**config.mk**
```make
export PLATFORM = sky130hd
export DESIGN_NAME = ea_unit
export DESIGN_NICKNAME = d
export VERILOG_FILES = /design/src/rtl/ea_pkg.sv /design/src/rtl/ea_disp_ext.sv /design/src/rtl/ea_idx_scale.sv /design/src/rtl/ea_stage.sv /design/src/rtl/ea_unit.sv
export SDC_FILE = /design/constraint.sdc
export NUM_CORES = 1
export LEC_CHECK = 0
export BUFFER_PORTS_ARGS = -buffer_cell sky130_fd_sc_hd__buf_2
export CAP_MARGIN = 20
export CORE_ASPECT_RATIO = 0.5
export CORE_MARGIN = 1.5
export CORE_UTILIZATION = 49
export DETAILED_ROUTE_END_ITERATION = 8
export PLACE_DENSITY_LB_ADDON = 0.05
export SLEW_MARGIN = 10
export SYNTH_ARGS = -nofsm -noshare
export SYNTH_HDL_FRONTEND = slang
export SYNTH_HIERARCHICAL = 1
export SYNTH_SLANG_ARGS = --single-unit
```
**constraint.sdc**
```tcl
create_clock -name clk -period 1.15 [get_ports clk]
set_input_delay 0.115 -clock clk [delete_from_list [all_inputs] [get_ports clk]]
set_output_delay 0.115 -clock clk [all_outputs]
set_load 0.005 [all_outputs]
```
**src/rtl/ea_pkg.sv**
```systemverilog
package ea_pkg;
  localparam int ADDR_W   = 32;
  localparam int NARROW_W = 16;
  localparam int SEL_W    = 3;
  localparam logic [SEL_W-1:0] SP_CODE = 3'd4;

  typedef enum logic [1:0] {
    DSZ_NONE = 2'd0,
    DSZ_BYTE = 2'd1,
    DSZ_FULL = 2'd2,
    DSZ_BAD  = 2'd3
  } dsz_e;

  typedef struct packed {
    logic [ADDR_W-1:0] ea;
    logic              err;
  } ea_result_t;
endpackage

```
**src/rtl/ea_disp_ext.sv**
```systemverilog
module ea_disp_ext #(
  parameter int AW = 32,
  parameter int NW = 16
) (
  input  logic [AW-1:0] disp,
  input  logic [1:0]    size,
  input  logic          wide,
  output logic [AW-1:0] ext,
  output logic          bad
);
  import ea_pkg::*;

  logic [AW-1:0] byte_ext;
  logic [AW-1:0] narrow_ext;

  assign byte_ext   = {{(AW-8){disp[7]}}, disp[7:0]};
  assign narrow_ext = {{(AW-NW){disp[NW-1]}}, disp[NW-1:0]};

  always_comb begin
    ext = '0;
    bad = 1'b0;
    unique case (dsz_e'(size))
      DSZ_NONE: ext = '0;
      DSZ_BYTE: ext = byte_ext;
      DSZ_FULL: ext = wide ? disp : narrow_ext;
      DSZ_BAD:  bad = 1'b1;
      default:  bad = 1'b1;
    endcase
  end
endmodule

```
**src/rtl/ea_idx_scale.sv**
```systemverilog
module ea_idx_scale #(
  parameter int AW    = 32,
  parameter int SEL_W = 3,
  parameter logic [SEL_W-1:0] SP_SEL = 3'd4
) (
  input  logic [AW-1:0]    idx,
  input  logic             en,
  input  logic [SEL_W-1:0] sel,
  input  logic [1:0]       scale,
  input  logic             wide,
  output logic [AW-1:0]    scaled,
  output logic             bad_scale,
  output logic             bad_sel
);
  logic [AW-1:0] shifted;

  always_comb begin
    unique case (scale)
      2'd0: shifted = idx;
      2'd1: shifted = {idx[AW-2:0], 1'b0};
      2'd2: shifted = {idx[AW-3:0], 2'b0};
      default: shifted = {idx[AW-4:0], 3'b0};
    endcase
  end

  assign scaled    = en ? shifted : '0;
  assign bad_scale = en && !wide && (scale != 2'd0);
  assign bad_sel   = en && wide && (sel == SP_SEL);
endmodule

```
**src/rtl/ea_stage.sv**
```systemverilog
module ea_stage #(
  parameter int DW = 33
) (
  input  logic          clk,
  input  logic          rst_n,
  input  logic          in_valid,
  output logic          in_ready,
  input  logic [DW-1:0] in_data,
  output logic          out_valid,
  input  logic          out_ready,
  output logic [DW-1:0] out_data
);
  logic          vld_q;
  logic [DW-1:0] dat_q;

  assign in_ready  = !vld_q || out_ready;
  assign out_valid = vld_q;
  assign out_data  = dat_q;

  always_ff @(posedge clk or negedge rst_n) begin
    if (!rst_n) begin
      vld_q <= 1'b0;
      dat_q <= '0;
    end else if (in_valid && in_ready) begin
      vld_q <= 1'b1;
      dat_q <= in_data;
    end else if (out_ready) begin
      vld_q <= 1'b0;
    end
  end

  // accepted request shows up next cycle
  a_r8_one_cycle: assert property (@(posedge clk) disable iff (!rst_n)
    in_valid && in_ready |=> out_valid);

  // stalled result is held
  a_r9_hold: assert property (@(posedge clk) disable iff (!rst_n)
    out_valid && !out_ready |=> out_valid && $stable(out_data));

  // nothing is accepted while stalled
  a_r9_no_accept: assert property (@(posedge clk) disable iff (!rst_n)
    out_valid && !out_ready |-> !in_ready);
endmodule

```
**src/rtl/ea_unit.sv**
```systemverilog
module ea_unit
  import ea_pkg::*;
#(
  parameter int AW    = ADDR_W,
  parameter int NW    = NARROW_W,
  parameter int RSW   = SEL_W
) (
  input  logic           clk,
  input  logic           rst_n,
  input  logic           in_valid,
  output logic           in_ready,
  input  logic           mode_wide,
  input  logic           base_en,
  input  logic [AW-1:0]  base_val,
  input  logic           idx_en,
  input  logic [RSW-1:0] idx_sel,
  input  logic [AW-1:0]  idx_val,
  input  logic [1:0]     scale,
  input  logic [AW-1:0]  disp,
  input  logic [1:0]     disp_size,
  output logic           out_valid,
  input  logic           out_ready,
  output logic [AW-1:0]  out_ea,
  output logic           out_err
);
  localparam int DW = AW + 1;

  logic [AW-1:0] disp_ext, idx_scaled, base_term, raw_sum, trimmed;
  logic          disp_bad, scale_bad, sel_bad, empty_req, any_err;
  logic [DW-1:0] stage_in, stage_out;

  ea_disp_ext #(.AW(AW), .NW(NW)) u_disp (
    .disp (disp),
    .size (disp_size),
    .wide (mode_wide),
    .ext  (disp_ext),
    .bad  (disp_bad)
  );

  ea_idx_scale #(.AW(AW), .SEL_W(RSW), .SP_SEL(SP_CODE)) u_idx (
    .idx       (idx_val),
    .en        (idx_en),
    .sel       (idx_sel),
    .scale     (scale),
    .wide      (mode_wide),
    .scaled    (idx_scaled),
    .bad_scale (scale_bad),
    .bad_sel   (sel_bad)
  );

  assign base_term = base_en ? base_val : '0;
  assign raw_sum   = base_term + idx_scaled + disp_ext;
  assign empty_req = !base_en && !idx_en && (disp_size == 2'd0);
  assign any_err   = disp_bad || scale_bad || sel_bad || empty_req;

  // narrow mode keeps the low NW bits only; upper bits forced to zero
  for (genvar b = 0; b < AW; b++) begin : g_trim
    if (b < NW) begin : g_low
      assign trimmed[b] = raw_sum[b];
    end else begin : g_high
      assign trimmed[b] = raw_sum[b] && mode_wide;
    end
  end

  assign stage_in = {any_err ? '0 : trimmed, any_err};

  ea_stage #(.DW(DW)) u_stage (
    .clk       (clk),
    .rst_n     (rst_n),
    .in_valid  (in_valid),
    .in_ready  (in_ready),
    .in_data   (stage_in),
    .out_valid (out_valid),
    .out_ready (out_ready),
    .out_data  (stage_out)
  );

  assign out_ea  = stage_out[DW-1:1];
  assign out_err = stage_out[0];

  // narrow result never has upper bits set
  a_r4_narrow_upper: assert property (@(posedge clk) disable iff (!rst_n)
    in_valid && in_ready && !mode_wide |=> out_ea[AW-1:NW] == '0);

  // scaled index in narrow mode flagged
  a_r5_narrow_scale: assert property (@(posedge clk) disable iff (!rst_n)
    in_valid && in_ready && !mode_wide && idx_en && scale != 2'd0 |=> out_err);

  // stack pointer as index in wide mode flagged
  a_r6_sp_index: assert property (@(posedge clk) disable iff (!rst_n)
    in_valid && in_ready && mode_wide && idx_en && idx_sel == SP_CODE |=> out_err);

  // an error result carries a zero address
  a_r7_err_zero: assert property (@(posedge clk) disable iff (!rst_n)
    out_valid && out_err |-> out_ea == '0);
endmodule

```
==> run metrics <==
met2 wire length=between 7000 and 8000 µm; vias per inst=5.47; initial antenna violation count=0; RD Place Congestion=0.909; Final Cycle Share=287%; flip-flop and latch area=851 µm²; post-synthesis simple-gate area fraction=17.2%; Slew HR=slightly below 70%; IO buf count=between 100 and 150; drt wl/cell=17.1 µm; die area=11400 µm²; Clk pwr share=approximately 18%; failing checks=negative setup slack; Worst Setup Start Kind=primary input; row cnt=26; Synth Cell Area=roughly 5300 µm²; xor/xnor share of the synthesized area=4.32%; total internal power=around 5 mW; crit path time final=3.30 ns; Inserted Diodes=0; part of the power in registers=20.3%; top cell type's share of synthesized area=16.1%; die width=150 µm; WHS=~0.080 ns; Pwr Total=7.94 mW; commonest cells after routing, fill and taps aside=144 x buf_4, 141 x buf_2, 47 x nor2_1, 42 x mux2i_1, 39 x and2_1; Comb pwr share=61.8%; area grow syn2layout=51.2%; DR top layer=met4; largest net degree at the start of global routing=35; Crit Path Class=primary input to flop; Initial Util=around 51%; H-tree depth=2; Clock Sinks=34; drt initial violations=between 200 and 300; post-route DRC violation count=0; CP Max Fanout=17; CP endpoint kind=flop; CTS tree=built; Post-synth EDFFs=0; maximum clock frequency=303 MHz; # fillers=777; Most used DFF post-synth=dfrtp_1; Synth warnings=6; Worst-Margin Slew=0.463 ns; Critical Path RT=between 1 and 1.5 ns; Final #Nets=1028; first-pass GRT wire length=26500 µm; status=complete, but fails checks; asr flop ratio synth=100%; final setup margin=-2.15 ns; RSZ-0062 raised after global routing=yes; Clk Latency, worst-skew pair=0.29 ns; layout cell share with drive strength beyond 1=51.8%; maximum vdd drop=595 µV; vias=5428; Synth Area in Compound Gates=between 10% and 20%; post-synthesis sequential area ratio=16.1%; post-synthesis adder-cell area fraction=20.2%; Synth area leaders=dfrtp_1 16%, fa_1 12%, mux2i_1 9.1%; Ports=145; pre-CTS setup slack=-2.53 ns; DR pass1 iterations=5; Clock Path Buffers=2; metal3 WL=978 µm; root buffer cell=clkbuf_16; hpwl dp=between 10000 and 15000 µm; final wirelength=17000 µm; syn_area_per_cell=9.25 µm²; total grt overflow=0; clk_skew=between 0.003 and 0.004 ns; arrival time worst endpoint=3.47 ns; Final Hold Violating Endpoints=0; Hold WC Path Type=primary input to flop; CTS Buf Count=5; core area=10300 µm²; WL met1=7780 µm; fin util=77.1%; multiplexer area fraction after synthesis=18.5%; largest family of logic cells by synthesized area=adder cells; DRT antenna net count=0; Synth area leader=dfrtp_1; Seq cells post-synth=34; Mapped Cells=570; most common cell after layout, fill and taps aside=buf_4; die height=76.4 µm; Worst-path clk slew=0.06 ns; footprint of the multi-input gates=4630 µm²; LEAKAGE=4.03 nW; All-Layer GR Usage=29.3%; NetSw=~3 mW; post-synthesis cell type count=63; final count of pins violating max slew=0; maxcap violations=0; PD cells=996 nW/µm²; Syn Nets=746; number of global-route vias before repair=5432; Finish-stage setup viols=33; switch share=37.8%
[worst paths after layout]
path                            slack [ns]  cells past startpoint                  from                   end
worst max-delay path                 -2.15                     15              scale[1]  u_stage/out_data[32]
worst min-delay path                  0.08                      2              in_valid     u_stage/out_valid
worst max register to register       -0.08                      4     u_stage/out_valid   u_stage/out_data[1]
worst min register to register        0.50                      1  u_stage/out_data[19]  u_stage/out_data[19]
max in group asynchronous             0.41                      3                 rst_n  u_stage/out_data[22]
min in group asynchronous             0.39                      3                 rst_n   u_stage/out_data[2]
[logic make-up after synthesis]
family | after synthesis
and+or+nand+nor | 174
AOI/OAI and AO/OA | 145
muxes | 82
adders and majority gates | 66
buffers and inverters | 43
DFF | 34
xor gates and xnor gates | 26
[synthesized netlist by cell type (all sizes together), types with 3 or more instances]
master	n
a211oi	3
a21o	14
a21oi	40
a31oi	5
and2	43
and3	3
buf	20
clkbuf	11
dfrtp	34
fa	32
ha	34
inv	12
mux2	34
mux2i	48
nand2	34
nand2b	4
nand3	10
nand4	6
nor2	50
nor3	8
nor3b	4
o21a	3
o21ai	31
o21bai	5
o22ai	29
o31ai	3
xnor2	15
xor2	11
[per-layer routing]
layer / global-route usage [%] / vias up
li1: - / 2630
met1: 40.2 / 2589
met2: 49.2 / 181
met3: 4.01 / 28
met4: 6.67 / 0
met5: 0 / -
[state kept, by name, indices dropped and copies added (netlist names)]
register           count
u_stage/out_valid      1
u_stage/out_data      33
[worst max-delay path, cell delays in order]
cell and delay (ns):
buf_2 0.10, buf_12 0.17, mux2i_1 0.30, buf_4 0.16, o22ai_1 0.10, fa_1 0.48
ha_1 0.36, and3_2 0.23, a221oi_4 0.08, o21ai_4 0.29, a21o_1 0.20, a21oi_2 0.08
o41ai_2 0.36, mux2i_1 0.15, mux2_4 0.28
[power by group through the flow]
stage / combinational, mW / clock (mW) / sequential, mW
after global placement: 4.35 / 0 / 1.61
after global routing: 5.32 / 1.49 / 1.64
final: 4.91 / 1.42 / 1.61
after CTS: 4.61 / 1.44 / 1.61
after detailed placement: 4.40 / 0 / 1.62
after floorplan: 2.51 / 0 / 1.63
[through the flow]
stage / instances / setup TNS (ns) / area, µm²
final: 993 / -56.62 / 7970
after global routing: 993 / -60.27 / 7970
after CTS: 987 / -55.79 / 7680
after detailed placement: 971 / -68.66 / 7260
after global placement: 971 / -67.22 / 7260
after floorplan: 570 / -57.77 / 5460
[what timing repair did]
item / 4_1_cts / 5_1_grt
endpoints found under the hold margin: 34 / 0
pin swaps: 37 / 34
setup buffers: 10 / 10
setup endpoints to repair: 33 / 33
hold buffers: 1 / 0
gates resized for setup: 46 / 56
[final cells by class]
cell class	instances	area share [%]
sequential	34	10.7
clock buffer	7	1.79
clock inverter	1	0.0628
timing repair buffer	306	26.4
multi-input combinational	493	58.1
inverter	12	0.785
tap	140	2.20
No activity file was read; power rests on OpenSTA's default activity.
